<file path="src/rtl/slk_pkg.sv">
package slk_pkg;
  localparam int CTRL_W = 4;
  typedef logic [CTRL_W-1:0] ctrl_t;

  localparam ctrl_t CTRL_LOCK_0 = 4'h3;
  localparam ctrl_t CTRL_LOCK_1 = 4'hA;
  localparam ctrl_t CTRL_LOCK_2 = 4'hB;
  localparam ctrl_t CTRL_UNLOCK = 4'h6;

  localparam int STAT_W   = 8;
  localparam int LOCK_BIT = 2;

  typedef enum logic [1:0] {
    ACT_NONE = 2'd0,
    ACT_SET  = 2'd1,
    ACT_CLR  = 2'd2
  } lock_act_e;

  function automatic logic is_lock_ctrl(ctrl_t c);
    return (c == CTRL_LOCK_0) || (c == CTRL_LOCK_1) || (c == CTRL_LOCK_2);
  endfunction
endpackage

</file>
<file path="src/rtl/slk_frame_eval.sv">
module slk_frame_eval
  import slk_pkg::*;
#(
  parameter int ADDR_W = 12,
  parameter int LEN_W  = 8
) (
  input  logic              frame_end_i,
  input  ctrl_t             ctrl_i,
  input  logic              bcast_i,
  input  logic [LEN_W-1:0]  msg_len_i,
  input  logic [LEN_W-1:0]  byte_cnt_i,
  input  logic [ADDR_W-1:0] master_addr_i,
  input  logic              locked_i,
  input  logic [ADDR_W-1:0] lock_master_i,
  output lock_act_e         act_o
);
  logic complete;
  logic owner_ok;

  assign complete = (byte_cnt_i >= msg_len_i);
  // a locked unit listens only to its owner
  assign owner_ok = !locked_i || (master_addr_i == lock_master_i);

  always_comb begin
    act_o = ACT_NONE;
    if (frame_end_i && !bcast_i && owner_ok) begin
      if (is_lock_ctrl(ctrl_i)) begin
        act_o = complete ? ACT_CLR : ACT_SET;
      end else if (ctrl_i == CTRL_UNLOCK && complete) begin
        act_o = ACT_CLR;
      end
    end
  end
endmodule

</file>
<file path="src/rtl/slk_lock_reg.sv">
module slk_lock_reg
  import slk_pkg::*;
#(
  parameter int ADDR_W = 12
) (
  input  logic              clk_i,
  input  logic              rst_ni,
  input  lock_act_e         act_i,
  input  logic              local_clr_i,
  input  logic [ADDR_W-1:0] master_addr_i,
  output logic              locked_o,
  output logic [ADDR_W-1:0] lock_master_o
);
  always_ff @(posedge clk_i or negedge rst_ni) begin
    if (!rst_ni) begin
      locked_o      <= 1'b0;
      lock_master_o <= '0;
    end else if (local_clr_i || act_i == ACT_CLR) begin
      // local causes win over a set in the same cycle
      locked_o      <= 1'b0;
      lock_master_o <= '0;
    end else if (act_i == ACT_SET) begin
      locked_o      <= 1'b1;
      lock_master_o <= master_addr_i;
    end
  end
endmodule

</file>
<file path="src/rtl/slk_tracker.sv">
module slk_tracker
  import slk_pkg::*;
#(
  parameter int ADDR_W = 12,
  parameter int LEN_W  = 8
) (
  input  logic              clk_i,
  input  logic              rst_ni,
  input  logic              frame_end_i,
  input  logic [3:0]        ctrl_i,
  input  logic              bcast_i,
  input  logic [LEN_W-1:0]  msg_len_i,
  input  logic [LEN_W-1:0]  byte_cnt_i,
  input  logic [ADDR_W-1:0] master_addr_i,
  input  logic              standby_i,
  input  logic              sw_unlock_i,
  output logic              locked_o,
  output logic [ADDR_W-1:0] lock_master_o,
  output logic [7:0]        status_o
);
  lock_act_e act;
  logic      local_clr;

  assign local_clr = standby_i | sw_unlock_i;

  slk_frame_eval #(.ADDR_W(ADDR_W), .LEN_W(LEN_W)) u_eval (
    .frame_end_i  (frame_end_i),
    .ctrl_i       (ctrl_i),
    .bcast_i      (bcast_i),
    .msg_len_i    (msg_len_i),
    .byte_cnt_i   (byte_cnt_i),
    .master_addr_i(master_addr_i),
    .locked_i     (locked_o),
    .lock_master_i(lock_master_o),
    .act_o        (act)
  );

  slk_lock_reg #(.ADDR_W(ADDR_W)) u_reg (
    .clk_i        (clk_i),
    .rst_ni       (rst_ni),
    .act_i        (act),
    .local_clr_i  (local_clr),
    .master_addr_i(master_addr_i),
    .locked_o     (locked_o),
    .lock_master_o(lock_master_o)
  );

  always_comb begin
    status_o           = '0;
    status_o[LOCK_BIT] = locked_o;
  end
endmodule

</file>
<file path="config.mk">
export PLATFORM = sky130hd
export DESIGN_NAME = slk_tracker
export DESIGN_NICKNAME = d
export VERILOG_FILES = /design/src/rtl/slk_pkg.sv /design/src/rtl/slk_frame_eval.sv /design/src/rtl/slk_lock_reg.sv /design/src/rtl/slk_tracker.sv
export SDC_FILE = /design/constraint.sdc
export NUM_CORES = 1
export LEC_CHECK = 0
export BUFFER_PORTS_ARGS = -buffer_cell sky130_fd_sc_hd__buf_2
export CORE_MARGIN = 5
export CORE_UTILIZATION = 49
export CTS_CLUSTER_DIAMETER = 150
export DETAILED_ROUTE_END_ITERATION = 8
export GPL_ROUTABILITY_DRIVEN = 0
export PLACE_DENSITY = 0.84
export SETUP_SLACK_MARGIN = 0.3
export SLEW_MARGIN = 30
export SYNTH_ARGS = -nofsm -noshare
export SYNTH_HDL_FRONTEND = slang
export SYNTH_HIERARCHICAL = 1
export SYNTH_SLANG_ARGS = --single-unit
</file>
<file path="constraint.sdc">
create_clock -name clk_i -period 4.4 [get_ports clk_i]
set_clock_uncertainty 0.05 [all_clocks]
set_input_delay 0.88 -clock clk_i [delete_from_list [all_inputs] [get_ports clk_i]]
set_output_delay 0.88 -clock clk_i [all_outputs]
set_load 0.05 [all_outputs]
</file>
Yosys cells after proc, flatten, opt, wreduce, memory -nomap -nowiden

Cells that the tools add are included.

Input port bits: 38
Register bits after elaboration: 13
Word-level logic and storage cells: 29

Muxes and demuxes: 8
Reductions and logical operators: 10
Bitwise logic cells: 1
Order comparisons: 1
Eq/ne operators: 7

Operators by type and width:

| cell                                                             | number |
|---|---|
| 12-bit two-way mux                                               | 2 |
| 12-bit == test                                                   | 1 |
| 4-bit == test (second input constant)                            | 2 |
| 8-bit >= comparator                                              | 1 |
| 2-bit two-way mux                                                | 4 |
| 4-bit by 2-bit == test with 1-bit output (second input constant) | 1 |
| 4-bit by 3-bit == test with 1-bit output (second input constant) | 1 |
| 1-bit logical OR                                                 | 4 |
| 1-bit logical AND                                                | 3 |
| 2-bit by 1-bit == test with 1-bit output (second input constant) | 1 |
| 2-bit == test (second input constant)                            | 1 |
| 1-bit logical NOT                                                | 2 |
| 1-bit two-way mux                                                | 2 |
| 2-bit nonzero test                                               | 1 |
| 1-bit OR                                                         | 1 |

Depth between registers and ports, before layout

Depth after elaboration: 8
Mapped depth: 10
Gate-level depth less buffers: 8

Modules after synthesis

Netlist, hierarchy kept.

Modules (own cells, without submodules):

| module         | cells each | times used | sequential area each (um^2) | area each (um^2) |
|---|---|---|---|---|
| slk_lock_reg   | 59         | 1          | 325.3                       | 695.7 |
| slk_frame_eval | 50         | 1          | 0.0                         | 420.4 |
| slk_tracker    | 10         | 1          | 0.0                         | 70.1 |

Worst setup path after synthesis

No wires, ideal clock.

Path kind: input to register
Start: input byte_cnt_i[0]
End: register u_reg.lock_master_o[0]
Path buffers: 2
Data arrival time: 2.747 ns
Required time: 4.256 ns
Stages on the path: 10
Path slack: 1.509 ns
Path through: inv_1 ha_1 nand2b_4 a2111oi_4 o31ai_1 a2111oi_2 buf_6 buf_4 a21boi_0 a211oi_1

Elaborated cells on any way between the ends: 11

RTL lines:

| what                                                            | line                 | source |
|---|---|---|
| start, declared                                                 | slk_tracker.sv:13    | `input logic [LEN_W-1:0] byte_cnt_i,` |
| 8-bit >= comparator (*)                                         | slk_frame_eval.sv:20 | `assign complete = (byte_cnt_i >= msg_len_i);` |
| 2-bit two-way mux (*)                                           | slk_frame_eval.sv:28 | `act_o = complete ? ACT_CLR : ACT_SET;` |
| 2-bit two-way mux (*)                                           | slk_frame_eval.sv:27 | `if (is_lock_ctrl(ctrl_i)) begin` |
| 2-bit two-way mux (*)                                           | slk_frame_eval.sv:26 | `if (frame_end_i && !bcast_i && owner_ok) begin` |
| named net act[0]                                                | slk_tracker.sv:21    | `lock_act_e act;` |
| 2-bit == test                                                   | slk_lock_reg.sv:18   | `end else if (local_clr_i \|\| act_i == ACT_CLR) begin` |
| 1-bit logical OR                                                | slk_lock_reg.sv:18   |  |
| 12-bit two-way mux / 2-bit nonzero test (equally long branches) | -                    |  |
| end signal, assigned                                            | slk_lock_reg.sv:24   | `lock_master_o <= master_addr_i;` |
| end, declared                                                   | slk_lock_reg.sv:12   | `output logic [ADDR_W-1:0] lock_master_o` |

The timed path passes the listed nets; every way through them passes the cells marked *.
A chain may end at the register's enable or synchronous reset.

Final worst setup path

Start: input msg_len_i[0]
End: register u_reg.lock_master_o[4]

Elaborated cells on any way between the ends: 11

RTL lines:

| what                                                            | line                 | source |
|---|---|---|
| start, declared                                                 | slk_tracker.sv:12    | `input logic [LEN_W-1:0] msg_len_i,` |
| 8-bit >= comparator (*)                                         | slk_frame_eval.sv:20 |  |
| 2-bit two-way mux (*)                                           | slk_frame_eval.sv:28 |  |
| 2-bit two-way mux (*)                                           | slk_frame_eval.sv:27 |  |
| 2-bit two-way mux (*)                                           | slk_frame_eval.sv:26 |  |
| named net act[0]                                                | slk_tracker.sv:21    |  |
| 2-bit == test                                                   | slk_lock_reg.sv:18   |  |
| 1-bit logical OR                                                | slk_lock_reg.sv:18   |  |
| 12-bit two-way mux / 2-bit nonzero test (equally long branches) | -                    |  |

Marked as above.

==> summary.txt <==
Run status
  – Status: complete, no violations

Global route
  – Number of global-route vias before repair: 1059
  – GR Overflow Total: 0
  – First-pass GRT wire length: 4620 um
  – Initial antenna violation count: 0
  – Largest net degree at the start of global routing: 17
  – GRT Overall Usage: 16.8%

Power and ir drop
  – LEAKAGE: 0.000721 uW
  – Reg power frac: 42.8%
  – Int Pwr: 190 uW
  – Clock power share: 26.8%
  – Logic pwr share: 30.3%
  – Worst VDD drop: 0.159 mV
  – Switch Pwr: 96.9 uW
  – Sw frac: 33.8%
  – Pwr per Cell Area: 199 nW/um2

Synth
  – Area contributors post-synth: dfrtp_1, mux2i_1, xor2_1
  – Register bit count reported by yosys: 13
  – Synth warn: 6
  – Most area-hungry cell type in the Yosys netlist: dfrtp_1
  – Async set-reset flop share out of synthesis: 100%
  – EDFF count, synth: 0
  – Yosys cell types: 28
  – Avg Inst Size Synth: 9.97 um2
  – Synth top area share: 27.4%
  – Synth Instances: 119
  – Top cells by count, synth: a211oi_1, dfrtp_1, xor2_1, a21boi_0, mux2i_1
  – Cell Area, Synth: 1190 um2
  – Primary FF master, synth: dfrtp_1
  – Seq/Total Area, Yosys: 27.4%

Clock tree
  – Total CTS buffers: 3
  – Clock latency on the worst-skew pair: 0.28 ns
  – TritonCTS clock tree: done
  – CTS H-tree depth: 1
  – CTS sink cnt: 13
  – Clock root cell: clkbuf_4
  – Hold-fix buffers, CTS: 0
  – Clk slew on worst S/H paths: 0.09 ns
  – Maximum clock path buffer count: 2
  – CTS resizes: 0
  – Setup bufs post-CTS: 0

Finish
  – Fill cells: 203
  – # nets final: 214
  – Layout area overhead: 21.4%
  – Layout Cells excl Fill: 195
  – N_diodes: 0
  – Share of cells above drive strength 1: 37.1%

Critical path
  – FF-to-FF setup slack: 1.53 ns
  – Arrival time of the worst setup path: 3.44 ns
  – Crit start category: input pin
  – Required time of the critical path: 4.54 ns
  – Highest net fanout along the worst path: 16
  – Crit path kind: input pin to flop
  – RR Startpoint: u_reg/lock_master_o[1]
  – Crit path capture type: flop
  – FF-to-FF path depth: 7
  – R2R Path End: u_reg/lock_master_o[4]

Min path
  – Hold/Removal Path Class: input pin to asynchronous set/reset pin

Detailed routing
  – DRC viols: 0
  – Via count: 1068
  – DRT Pass-1 Iters: 4
  – DR WL/cell: 14.9 um
  – Vias per cell: 5.48
  – DRT Wirelength: 2900 um
  – Antenna-violating nets left: 0
  – Initial drt markers: 17

STA
  – Worst hold slack: 0.423 ns
  – Minimum clock period: 3.30 ns
  – Max transition margin: 46.7%
  – Slew of the pin with the lowest slew margin: 0.799 ns
  – RSZ-0062 raised after global routing: no
  – Final hold vios: 0
  – Setup TNS: 0 ns
  – Achievable clock frequency: 0.303 GHz
  – Final setup fails: 0
  – Final Max Slew Viols: 0
  – Tcrit/Tclk final: 75.1%

Place
  – IO Port Bufs: 51
  – Placed instance count: 191
  – Hpwl dp: 2330 um

Die
  – FP Rows: 17
  – Die height: 59.2 um
  – Starting Density: 52.6%
  – Core area: 2250 um2
  – DIE AREA: 3500 um2
  – Die Wd: 59.2 um
  – I/O pin cnt: 59

Flow run
  – Maxcap violations: 0
logic make-up after synthesis:
kind of cell | Yosys count | synth area share, %
adders and majority gates | 8 | 8.44
other | 1 | 0.316
buffers and inverters | 23 | 12.1
AOI/OAI and AO/OA | 35 | 23.9
and+or+nand+nor | 14 | 8.02
xor gates and xnor gates | 13 | 9.60
muxes | 12 | 10.1
DFF | 13 | 27.4
flip-flops by register name, indices dropped and copies added (netlist names):
signal / count
u_reg/lock_master_o: 12
u_reg/locked_o: 1
placed cells by master (no fill, tap or decap):
cell type,instances
nand2b_4,1
o31ai_1,1
or2_2,1
ha_1,8
a21oi_1,3
a211oi_1,12
o21bai_1,1
clkbuf_1,1
a21boi_0,12
a2111oi_4,2
nand4_1,2
clkbuf_4,3
o31a_1,1
inv_1,9
a211oi_2,1
nand3b_1,1
xor2_1,13
or2_1,1
o21a_1,2
dfrtp_1,13
conb_1,7
nor2_1,3
nor4_2,2
buf_4,1
mux2i_1,12
nand2_1,2
buf_2,51
nor3_1,1
per-layer routing:
layer / vias up / GRT usage [%] / wire length, um
met5: - / 0 / 0
met4: 0 / 4.85 / 19
met3: 2 / 3.92 / 270
met2: 43 / 29.8 / 1430
met1: 516 / 20.0 / 1170
li1: 507 / - / -
worst max-delay path: stages:
cell	delay, ns
buf_2	0.10
ha_1	0.28
nand2b_4	0.15
a2111oi_4	0.35
o31ai_1	0.17
a2111oi_4	0.77
buf_4	0.36
a21boi_0	0.13
a211oi_1	0.24
cell type report:
cell class / instances / area [um2] / share of cell area, %
well taps: 28 / 35.0 / 2.43
clock buffers: 4 / 26.3 / 1.82
flip-flops and latches: 13 / 325 / 22.6
repair buffers: 52 / 263 / 18.2
inverters: 9 / 33.8 / 2.35
multi-input cells: 89 / 757 / 52.6
metrics by stage:
step | setup WS [ns] | instance area [um2] | total power [uW] | util [%]
finish | 1.10 | 1440 | 287 | 63.9
global route | 0.912 | 1440 | 300 | 63.9
CTS | 1.10 | 1440 | 288 | 63.9
detailed placement | 0.808 | 1410 | 212 | 62.7
global placement | 0.816 | 1410 | 208 | 62.5
floorplan | 1.51 | 1210 | 186 | -
worst max-delay path by stage:
stage,startpoint,to,cells after the start
after global placement,msg_len_i[0],u_reg/lock_master_o[9],8
after global routing,msg_len_i[0],u_reg/lock_master_o[8],9
final,msg_len_i[0],u_reg/lock_master_o[4],9
after floorplan,byte_cnt_i[0],u_reg/lock_master_o[0],10
after CTS,msg_len_i[0],u_reg/lock_master_o[8],9
after detailed placement,msg_len_i[0],u_reg/lock_master_o[1],9
power by group through the flow:
stage                     clock (uW)  sequential, uW  combinational (uW)
final                           76.9             123                86.9
after global routing            82.1             123                95.2
after CTS                       77.6             123                87.3
after detailed placement           0             125                87.0
after global placement             0             125                82.7
after floorplan                    0             130                56.0
(Power assumes the default switching activity.)
